## src/rtl/tap_instr_reg.sv

```systemverilog
module tap_instr_reg #(
  parameter int IR_W   = 2,
  parameter bit HAS_ID = 1'b1
) (
  input  logic            tck,
  input  logic            trst_n,
  input  logic            tdi,
  input  logic            cap_en,
  input  logic            shf_en,
  input  logic            upd_en,
  input  logic [IR_W-1:0] status_in,
  output logic            ir_so,
  output logic [IR_W-1:0] instr,
  output logic [1:0]      reg_sel,
  output logic            bs_mode
);

  localparam logic [IR_W-1:0] OP_EXT = '0;
  localparam logic [IR_W-1:0] OP_ID  = IR_W'(1);
  localparam logic [IR_W-1:0] OP_SMP = IR_W'(2);
  localparam logic [IR_W-1:0] OP_BYP = '1;
  localparam logic [1:0] SEL_BYP = 2'b00;
  localparam logic [1:0] SEL_BSR = 2'b01;
  localparam logic [1:0] SEL_ID  = 2'b10;
  localparam logic [1:0] SEL_IDC = HAS_ID ? SEL_ID : SEL_BYP;

  logic [IR_W-1:0] sh_q;
  logic [IR_W-1:0] cap_val;
  logic            unused_stat;

  assign unused_stat = ^status_in[1:0];

  generate
    if (IR_W > 2) begin : g_stat
      assign cap_val = {status_in[IR_W-1:2], 2'b01};
    end else begin : g_nostat
      assign cap_val = 2'b01;
    end
  endgenerate

  always_ff @(posedge tck or negedge trst_n) begin
    if (!trst_n)      sh_q <= OP_ID;
    else if (cap_en)  sh_q <= cap_val;
    else if (shf_en)  sh_q <= {tdi, sh_q[IR_W-1:1]};
  end

  always_ff @(posedge tck or negedge trst_n) begin
    if (!trst_n)      instr <= OP_ID;
    else if (upd_en)  instr <= sh_q;
  end

  assign ir_so = sh_q[0];

  always_comb begin
    reg_sel = SEL_BYP;
    bs_mode = 1'b0;
    case (instr)
      OP_EXT: begin reg_sel = SEL_BSR; bs_mode = 1'b1; end
      OP_SMP: reg_sel = SEL_BSR;
      OP_ID:  reg_sel = SEL_IDC;
      default: reg_sel = SEL_BYP;
    endcase
  end

  a_r1_reset_idcode: assert property (@(posedge tck) $rose(trst_n) |-> instr == OP_ID);
  a_r2_capture_lsb: assert property (@(posedge tck) disable iff (!trst_n) cap_en |=> ir_so);
  a_r4_hold_no_update: assert property (@(posedge tck) disable iff (!trst_n) !upd_en |=> $stable(instr));
  a_r5_mode_needs_bsr: assert property (@(posedge tck) disable iff (!trst_n) bs_mode |-> reg_sel == SEL_BSR);
  a_r8_ones_bypass: assert property (@(posedge tck) disable iff (!trst_n)
    (instr == OP_BYP) |-> (reg_sel == SEL_BYP && !bs_mode));

endmodule

```

## config.mk

```make
export PLATFORM = sky130hd
export DESIGN_NAME = tap_instr_reg
export DESIGN_NICKNAME = d
export VERILOG_FILES = /design/src/rtl/tap_instr_reg.sv
export SDC_FILE = /design/constraint.sdc
export NUM_CORES = 1
export LEC_CHECK = 0
export BUFFER_PORTS_ARGS = -buffer_cell sky130_fd_sc_hd__clkbuf_2
export CAP_MARGIN = 20
export CORE_AREA = 5 5 42 44
export CTS_CLUSTER_DIAMETER = 60
export DETAILED_ROUTE_END_ITERATION = 8
export DIE_AREA = 0 0 47 49
export GPL_TIMING_DRIVEN = 0
export MAX_ROUTING_LAYER = met4
export PLACE_DENSITY = 0.32
export SLEW_MARGIN = 20
export SYNTH_ARGS = -nofsm -noshare
export SYNTH_HDL_FRONTEND = slang
export SYNTH_SLANG_ARGS = --single-unit
```

## constraint.sdc

```tcl
create_clock -name tck -period 1 [get_ports tck]
set_input_delay 0.1 -clock tck [delete_from_list [all_inputs] [get_ports tck]]
set_output_delay 0.1 -clock tck [all_outputs]
set_load 0.01 [all_outputs]
```

---- Yosys cells after proc, flatten, opt, wreduce, memory -nomap -nowiden ----
Index checks and enable logic that the tools add are counted.
word-level totals
  bits in writable memories ............... 0
  register bits after elaboration ......... 4
  input port bits ......................... 8
  ROM bits ................................ 0
  memories ................................ 0
  bits in latches ......................... 0
cells by class
  bitwise gates (word level) .............. 0
  reductions and logical operators ........ 3
  add/sub/neg operators ................... 0
  equal/unequal tests ..................... 2
  multiplexer cells ....................... 4
  magnitude comparators ................... 0
  div/mod/pow operators ................... 0
  $mul .................................... 0
  shift-type cells ........................ 0
operators by type and width
  operator                                                                number
  2-bit 2-to-1 mux                                                        2
  2-bit one-hot mux with 2 select lines                                   1
  2-bit by 1-bit equality test with 1-bit output (second input constant)  1
  2-bit equality test (second input constant)                             1
  2-bit logical NOT                                                       1
  2-bit nonzero test                                                      1
  2-bit OR reduction                                                      1
  1-bit 2-to-1 mux                                                        1

---- Longest topological paths before layout ----
  depth in word-level cells ............... 3
  mapped depth ............................ 2

---- Worst setup path after synthesis ----
Ideal clock, no wire load.
  path kind ............................... reg2out
  from .................................... reg instr[0]
  to ...................................... out reg_sel[1]
  cell stages (with the launch flop) ...... 3
  buffers on the path ..................... 0
  slack ................................... 0.079 ns
  required time ........................... 0.900 ns
  data arrival time ....................... 0.821 ns
  cell sequence ........................... dfstp_2 inv_1 nor2_1
between the ends
  cells in the longest elaborated chain, start to end .. 3
  elaborated cells on any way between the ends .. 5
ends and longest elaborated chain
  element                                                   line  source
  start: declaration                                        13    output logic [IR_W-1:0] instr,
  start signal: assignment                                  49    else if (upd_en) instr <= sh_q;
  2-bit equality test or 2-bit logical NOT (tied branches)  57    case (instr)
  2-bit OR reduction (no source line)                       n/a
  2-bit one-hot mux with 2 select lines *                   57
  end: declaration                                          14    output logic [1:0] reg_sel,
Mark *: on every way between the ends. The rest lies on a longest branch, timed or not.

---- Final worst setup path ----
  from .................................... reg instr[0]
  to ...................................... out bs_mode
between the ends
  cells in the longest elaborated chain, start to end .. 2
ends and longest elaborated chain
  element            line  source
  2-bit logical NOT  57
  1-bit 2-to-1 mux   57
  end: declaration   15    output logic bs_mode
No other way between the ends.

==> results.yml <==
run_status:
  status: "finished with violations"
  violations: "negative setup slack"
die:
  die_area_sq_mm: 0.00230
  die_y_microns: 49
  num_rows: 14
  start_util_pct: 11.6
  die_w_microns: 47
  core_sq_mm: 0.00140
  io_pins: 14
yosys:
  synthAdderAreaFrac_pct: 0
  synth_largest_area_cell: "dfstp_2"
  synthSimpleGateAreaFrac_pct: 13.1
  yosys-top-cells-area: "dfstp_2, dfrtp_1, mux2_2, nor2_1, mux2i_1"
  yosysWarnings: 0
  yosysTopAreaCellShare_pct: 32.3
  avgSynthCellArea_sq_um: 11.6
  synth_compound_area_share_pct: 8.46
  synth-seq-cells: 4
  synth-xor-area-share_pct: 0
  syn-cell-area_sq_um: 163
  synth_cell_types: 10
  synth_top_family_by_area: "multiplexers"
  yosysSeqAreaShare_pct: 63.1
  muxShareOfSynthArea_pct: 13.1
  syn_inst: 14
  synth.net_count: 22
global_routing:
  grt_start_max_net_pins: 5
  grt.total_usage_pct: 5.95
  grt_overflow_total: 0
  first_global_vias: 193
  grt_pass1_wl_microns: 876
  antenna_found_initial: 0
timing:
  period_needed_ns: 1.12
  fmax_ghz: 0.889
  hold_viol_final: 0
  slew_headroom_pct: 92.3
  finalMaxSlewViolations: 0
  period_share_pct: 112
  worst_slew_pin_slew_ns: 0.112
  setup_slack_ns: -0.125
  setup_viol: 4
  rsz0062_at_grt: "yes"
  clock_skew_ns: 0.00280
final_layout:
  fin_util_pct: 21.8
  multi_input_area_sq_um: 56.3
  nets: 42
  design_area_sq_um: 305
  fillCellCount: 162
  area_delta_synth_final_pct: 87.7
  layout-drive-gt1-share_pct: 65.6
  final-seq-area_sq_um: 103
  antenna_cells: 0
critical_path:
  reg2reg_depth: 3
  rrSetupSlack_ns: 0.08
  cp-start-kind: "register"
  arrival_ns: 1.02
  reg2reg_from: "sh_q[0]"
  crit_required_ns: 0.90
  end_kind: "output pin"
  crit_type: "reg2out"
  cp_max_fo: 2
  r2r_end: "sh_q[0]"
cts:
  cts_max_path_buffers: 2
  clk_latency_ns: 0.24
  cts-buffers-inserted: 3
  tritoncts: "yes"
  cts-root-buf: "clkbuf_4"
  h-tree-depth: 1
  cts_num_sinks: 4
  path_clk_slew_ns: 0.04
drt:
  wire_per_inst_microns: 9.23
  drtIter0Drc: 0
  antenna_left: 0
  first_pass_iters: 1
  met1_length_microns: 197
  drc: 0
  via_per_inst: 3.58
  highest_layer: "met3"
  wl_met2_microns: 148
  route.vias.total: 172
  wl_microns: 443
  route.met3.wl_microns: 98
worst_hold_path:
  hold_path.class: "in2reg"
  hold_start: "upd_en"
  min_to: "instr[0]"
  hold_path_depth: 2
pwr:
  p_leak_nw: 0.161
  powerDensity_mw_per_mm2: 1650
  vdd_drop_max_mv: 0.887
  total_power_w: 0.000504
placed_design:
  dpl.hpwl_microns: 355
  gp_congestion: 0.745
  io_buffer_count: 11
  place_area_sq_um: 238
flow_run:
  max-cap-violations: 0
## how the worst max path moves through the flow
stage          startpoint    endpoint  slack [ns]  cells after the start
3_5_place_dp     instr[0]  reg_sel[1]        0.07                      3
4_1_cts          instr[0]  reg_sel[1]       -0.13                      3
2_1_floorplan    instr[0]  reg_sel[1]        0.08                      2
5_1_grt          instr[0]  reg_sel[1]       -0.19                      3
6_report         instr[0]     bs_mode       -0.12                      3
3_3_place_gp     instr[0]  reg_sel[1]        0.10                      3
## synthesized netlist by cell type
master	n
nor2b_1	1
inv_1	1
dfstp_2	2
nor2_1	3
o21ai_0	1
a211o_1	1
nand2_1	1
mux2i_1	1
dfrtp_1	2
mux2_2	1
## per-stage QoR
stage | setup TNS [ns] | instances | hold slack [ns] | setup slack (ns)
floorplan | 0 | 14 | -0.196 | 0.0788
global placement | 0 | 41 | -0.0931 | 0.105
detailed placement | 0 | 41 | -0.0858 | 0.0743
CTS | -0.389 | 48 | 0.0381 | -0.133
global route | -0.596 | 48 | 0.0428 | -0.193
finish | -0.323 | 48 | 0.0319 | -0.125
## flip-flops by register name, indices dropped and copies added (netlist names)
name,flops
instr,2
sh_q,2
## layout make-up
cell class	instances	area share, %
multi-input combinational	9	18.4
tap	16	6.56
timing repair buffer	15	32.8
sequential	4	33.6
clock buffer	3	7.38
inverter	1	1.23
## worst max-delay path, stage by stage (launching register included)
cell and delay (ns):
dfstp_2 0.53, buf_4 0.11, nor2_1 0.04, clkbuf_2 0.12
## layout by cell type, fill, tap and decap left out
master and count:
inv_2 1, buf_6 2, a211o_1 1, o21ai_1 1, clkbuf_4 3, dfstp_2 2
buf_4 3, nor2_1 3, mux2i_1 1, nor2b_1 1, dlygate4sd3_1 1, nand2_1 1
buf_2 2, mux2_2 1, clkbuf_2 7, dfrtp_1 2
## report_power, final
part	switching, W	leakage (nW)	internal (W)
registers	0.0000107	0.0476	0.000181
clock network	0.0000691	0.0138	0.000134
logic	0.0000465	0.0997	0.0000617
## kinds of logic (layout without fill, tap and decap cells)
group,Yosys count,count (layout)
buf+inv,1,19
mux,2,2
flops,4,4
simple gates,5,5
compound gates,2,2
## per-layer routing
layer	global-route usage [%]	up-vias
met4	1.38	0
met3	6.64	0
met2	6.56	16
met5	-	-
met1	7.14	73
li1	-	83
## what timing repair did
item	in CTS	in global routing
resized for setup	1	7
pin swaps	1	1
setup buffers	3	0
endpoints found under the hold margin	4	0
cloned	0	0
setup endpoints to repair	5	6
hold buffers	1	0
(Power assumes the default switching activity.)
